### src/rtl/jitter_elastic_store.sv
module jitter_elastic_store #(
  parameter int DEPTH    = 32,
  parameter int ACC_W    = 16,
  parameter int SUBSTEPS = 8,
  parameter int MARGIN   = 2
) (
  input  logic             clk,
  input  logic             rst_n,
  input  logic             wr_stb,
  input  logic             wr_pos,
  input  logic             wr_neg,
  input  logic [ACC_W-1:0] rate_step,
  output logic             rd_stb,
  output logic             rd_pos,
  output logic             rd_neg,
  output logic [$clog2(DEPTH):0] fill,
  output logic             err
);
  localparam int AW = $clog2(DEPTH);
  localparam int SW = $clog2(SUBSTEPS + 2);
  localparam logic [AW:0]   FULL     = (AW+1)'(DEPTH);
  localparam logic [AW:0]   HALF     = (AW+1)'(DEPTH / 2);
  localparam logic [AW:0]   HI_MARK  = (AW+1)'(DEPTH - MARGIN);
  localparam logic [AW:0]   LO_MARK  = (AW+1)'(MARGIN);
  localparam logic [SW-1:0] LEN_NOM  = SW'(SUBSTEPS);
  localparam logic [SW-1:0] LEN_FAST = SW'(SUBSTEPS - 1);
  localparam logic [SW-1:0] LEN_SLOW = SW'(SUBSTEPS + 1);

  logic [ACC_W-1:0] acc;
  logic [ACC_W:0]   acc_sum;
  logic             tick;
  logic [SW-1:0]    sub, bit_len;
  logic             rd_fire, wr_ok, rd_ok;
  logic [AW:0]      wr_ptr, rd_ptr;
  logic [1:0]       mem [DEPTH];

  assign acc_sum = {1'b0, acc} + {1'b0, rate_step};
  assign tick    = acc_sum[ACC_W];
  assign rd_fire = tick && (sub == bit_len - 1'b1);
  assign fill    = wr_ptr - rd_ptr;
  assign wr_ok   = wr_stb && ((fill != FULL) || rd_fire);
  assign rd_ok   = rd_fire && (fill != '0);

  // phase accumulator and bit timing
  always_ff @(posedge clk or negedge rst_n) begin
    if (!rst_n) begin
      acc     <= '0;
      sub     <= '0;
      bit_len <= LEN_NOM;
    end else begin
      acc <= acc_sum[ACC_W-1:0];
      if (rd_fire)   sub <= '0;
      else if (tick) sub <= sub + 1'b1;
      if (rd_stb) begin
        if (fill >= HI_MARK)      bit_len <= LEN_FAST;
        else if (fill <= LO_MARK) bit_len <= LEN_SLOW;
        else                      bit_len <= LEN_NOM;
      end
    end
  end

  // storage and pointers
  always_ff @(posedge clk or negedge rst_n) begin
    if (!rst_n) begin
      for (int i = 0; i < DEPTH; i++) mem[i] <= 2'b00;
      wr_ptr <= HALF;
      rd_ptr <= '0;
      rd_stb <= 1'b0;
      rd_pos <= 1'b0;
      rd_neg <= 1'b0;
      err    <= 1'b0;
    end else begin
      rd_stb <= rd_fire;
      if (wr_ok) begin
        mem[wr_ptr[AW-1:0]] <= {wr_pos, wr_neg};
        wr_ptr <= wr_ptr + 1'b1;
      end
      if (rd_ok) begin
        {rd_pos, rd_neg} <= mem[rd_ptr[AW-1:0]];
        rd_ptr <= rd_ptr + 1'b1;
      end
      if ((wr_stb && !wr_ok) || (rd_fire && !rd_ok)) err <= 1'b1;
    end
  end


  fill_bound_chk: assert property (@(posedge clk) disable iff (!rst_n)
    fill <= FULL);

  fill_step_chk: assert property (@(posedge clk) disable iff (!rst_n)
    ($past(fill) == fill) || ($past(fill) + 1'b1 == fill) || (fill + 1'b1 == $past(fill)));

  strobe_single_chk: assert property (@(posedge clk) disable iff (!rst_n)
    rd_stb |=> !rd_stb);

  overflow_flag_chk: assert property (@(posedge clk) disable iff (!rst_n)
    (wr_stb && fill == FULL && !rd_fire) |=> err);

  underflow_flag_chk: assert property (@(posedge clk) disable iff (!rst_n)
    (rd_fire && fill == '0) |=> (err && rd_stb && $stable({rd_pos, rd_neg})));

  err_sticky_chk: assert property (@(posedge clk) disable iff (!rst_n)
    err |=> err);

  rails_hold_chk: assert property (@(posedge clk) disable iff (!rst_n)
    !rd_stb |-> $stable({rd_pos, rd_neg}));
endmodule

### config.mk
export PLATFORM = sky130hd
export DESIGN_NAME = jitter_elastic_store
export DESIGN_NICKNAME = d
export VERILOG_FILES = /design/src/rtl/jitter_elastic_store.sv
export SDC_FILE = /design/constraint.sdc
export NUM_CORES = 1
export LEC_CHECK = 0
export ABC_AREA = 1
export ABC_CLOCK_PERIOD_IN_PS = 2400
export CELL_PAD_IN_SITES_DETAIL_PLACEMENT = 2
export CELL_PAD_IN_SITES_GLOBAL_PLACEMENT = 2
export CORE_UTILIZATION = 29
export CTS_BUF_LIST = sky130_fd_sc_hd__clkbuf_8
export CTS_CLUSTER_DIAMETER = 80
export CTS_CLUSTER_SIZE = 16
export DETAILED_ROUTE_END_ITERATION = 10
export DONT_BUFFER_PORTS = 1
export PLACE_DENSITY = 0.76
export SLEW_MARGIN = 20
export SYNTH_ARGS = -nofsm -noshare
export SYNTH_HDL_FRONTEND = slang
export SYNTH_SLANG_ARGS = --single-unit
### constraint.sdc
create_clock -name clk -period 2.4 [get_ports clk]
set_input_delay 0.12 -clock clk [delete_from_list [all_inputs] [get_ports clk]]
set_output_delay 0.12 -clock clk [all_outputs]
set_load 0.01 [all_outputs]
==> flow_summary.yaml <==
layout:
  nets: 885
  n_antenna_cell: 0
  design_area_mm2: 0.007565
  layout-drive-gt1-share: 0.1539
  final_util: 0.3565
  regArea_mm2: 0.002580
  fill_cells: 2422
  syn2layout_area_growth_pct: 19.65
  multi_input_area_mm2: 0.003583
place:
  gp_congestion: 0.7768
  dpl.hpwl_mm: 13.23
  placed_area_mm2: 0.006695
  port_buffers: 0
  pre_cts_ws_ns: -0.07101
route:
  vias: 5864
  drtPass1Iterations: 4
  wl_mm: 21.76
  wl_per_cell_um: 19.55
  route.detailed.drc: 0
  drtIter0Drc: 255
  via_per_inst: 5.269
  ant_nets: 0
timing:
  max_slew.worst_pin.slew_ns: 0.4973
  worst_slack_ns: -0.02298
  finalCritPeriodShare: 1.010
  slew_viol_final: 0
  setup_viol: 7
  period_minus_slack_ns: 2.423
  worst_clock_skew_ns: 0.01730
  rsz0062_at_grt: "yes"
  fmax_mhz: 412.7
  finalSetupTns_ns: -0.03998
  hold_slack_ns: -0.5935
  hold_viol: 174
  relSlewSlack: 0.6681
floorplan:
  fp.dieArea_mm2: 0.02240
  die_w_um: 149.7
  die_h_um: 149.7
  num_rows: 53
  core_area_mm2: 0.02122
  ios: 31
  start_util: 0.2979
power:
  cellLeakagePower_nw: 3.562
  fin_total_pwr_mw: 10.47
  peakVddDrop_mv: 0.3813
  pwr_density_cell_mw_per_mm2: 1383
clocking:
  cts_tree: "yes"
  root_buffer: "clkbuf_8"
  insertion_delay_ns: 0.40
  clockBufferDepth: 2
  clkSinkCount: 103
  path_clk_slew_ns: 0.12
  numCtsBuffers: 9
  htreeDepth: 3
synth:
  ys_seq_area_frac: 0.4081
  synthArstFlopShare: 1.000
  ys_ff_latch: 103
  syn-num-nets: 863
  ys_types: 38
  synthCells: 811
  yosys_warnings: 0
  synth.avg_cell_area_um2: 7.796
  netlist_area_mm2: 0.006322
  synth_edf_count: 0
  synth_ff_type: "dfrtp_1"
outcome:
  status: "finished with violations"
  violations: "hold timing, setup timing"
setup_path:
  path_cells: "inv_2, ha_4, inv_2, fa_2, nand3_2, nand2_1, nand2_1, nand2_1, nand3_2, nor2_4, buf_6, nand2_8, clkbuf_16, nand3_4, nand2_2, nand2_1"
  path_max_fanout: 8
  cp.required_ns: 2.70
  crit_start: "wr_ptr[0]"
  path_class: "reg -> reg"
  r2r-start: "wr_ptr[0]"
  end_kind: "flip-flop"
  critPathArrivalTime_ns: 2.72
  start_kind: "flip-flop"
  slowest_delay_ns: 0.42
  crit_top_cell: "nand2_1"
  cp_slowest_cell: "dfrtp_1"
  reg2reg_slack_ns: -0.02
grt:
  grt_use_total: 0.1910
  grt_pass1_wl_mm: 33.36
  grt_pass1_vias: 6317
  antenna_found_initial: 0
  grt_max_degree: 104
  grt_overflow: 0
flow_run:
  drv_cap: 0
min_path:
  hold_class: "in -> async"
-- critical path, delay by kind of cell, from the launching register on --
kind	cells	cell delay, ns
adder cells (fa/ha/maj)	2	0.52
AND/OR/NAND/NOR	10	0.91
flip-flops	1	0.42
buffers and inverters	4	0.47
-- synth_stat cells, types with 8 or more instances --
| master | count | area [um2] |
|---|---|---|
| nand2_1 | 214 | 803.3 |
| dfrtp_1 | 101 | 2527 |
| nor2_1 | 95 | 356.6 |
| nand4_1 | 69 | 431.7 |
| nand3_1 | 57 | 285.3 |
| inv_1 | 47 | 176.4 |
| o21ai_0 | 44 | 220.2 |
| ha_1 | 29 | 362.9 |
| clkbuf_1 | 26 | 97.59 |
| nand3_2 | 20 | 200.2 |
| a21oi_1 | 19 | 95.09 |
| xor2_1 | 18 | 157.7 |
| o211ai_1 | 14 | 105.1 |
| xnor2_1 | 8 | 70.07 |
-- what timing repair did --
item,4_1_cts,5_1_grt
endpoints found under the setup margin,57,73
gates cloned,2,8
setup buffers,1,8
pin swaps,2,29
endpoints found under the hold margin,177,176
resized for setup,4,50
hold buffers,5,2
-- area by class of cell --
cell class	count	area share
clock buffer	9	0.01637
clock inverter	7	0.01257
inverter	48	0.02382
multi-input combinational	618	0.4737
sequential	103	0.3411
tap	275	0.04548
timing repair buffer	53	0.08700
-- per-layer routing --
| metal | share of wire | global-route usage | vias to the layer above |
|---|---|---|---|
| met4 | 0.012 | 0.05051 | 0 |
| li1 | - | - | 2769 |
| met1 | 0.46 | 0.2443 | 2990 |
| met5 | 0 | 0 | - |
| met2 | 0.51 | 0.3366 | 87 |
| met3 | 0.025 | 0.02439 | 18 |
-- placed cells by master (no fill, tap or decap), types with 3 or more instances in the layout --
| cell type | instances |
|---|---|
| nand2_1 | 203 |
| dfrtp_1 | 101 |
| nor2_1 | 92 |
| nand4_1 | 69 |
| nand3_1 | 49 |
| inv_1 | 46 |
| o21ai_0 | 43 |
| buf_4 | 31 |
| ha_1 | 23 |
| nand3_2 | 21 |
| a21oi_1 | 19 |
| xor2_1 | 18 |
| nand2_2 | 14 |
| o211ai_1 | 14 |
| clkbuf_8 | 9 |
| xnor2_1 | 7 |
| nand3_4 | 7 |
| clkbuf_16 | 6 |
| buf_12 | 6 |
| dlygate4sd3_1 | 5 |
| ha_4 | 4 |
| inv_2 | 3 |
| and2_1 | 3 |
| nor2_4 | 3 |
| nand2_8 | 3 |
| buf_16 | 3 |
-- path summary, 6_finish.rpt --
| path | depth (start not counted) | to |
|---|---|---|
| worst max-delay path | 16 | mem[42] |
| worst min-delay path | 0 | acc[0] |
| worst max register to register | 16 | mem[42] |
| worst min register to register | 1 | acc[0] |
| max in group asynchronous | 0 | wr_ptr[4] |
| min in group clk | 2 | mem[29] |
-- sequential cells by signal, summed over array words and instances (netlist names) --
signal / cells
rd_pos: 1
rd_stb: 1
bit_len: 3
sub: 4
rd_neg: 1
rd_ptr: 6
err: 1
wr_ptr: 6
acc: 16
mem: 64
-- where the power goes --
group	switching, mW	leakage, nW	internal (mW)	total [mW]
Combinational	3.82	2.13	2.45	6.27
Clock	0.683	0.115	0.593	1.28
Sequential	0.469	1.32	2.45	2.92
-- metrics by stage --
| step | instances | hold slack (ns) |
|---|---|---|
| finish | 1113 | -0.5935 |
| global route | 1113 | -0.6217 |
| CTS | 1095 | -0.6180 |
| detailed placement | 1071 | -0.1733 |
| global placement | 1071 | -0.1735 |
| floorplan | 811 | -0.1756 |
-- kinds of logic (layout without fill, tap and decap cells) --
group,count (synthesis),after routing,synth area share
compound gates,87,87,0.07757
xor+xnor,26,26,0.03602
fa+ha+maj,31,31,0.06373
buf+inv,91,117,0.06590
flops,103,103,0.4081
simple gates,473,474,0.3487
Power figures use the tool's default switching activity.
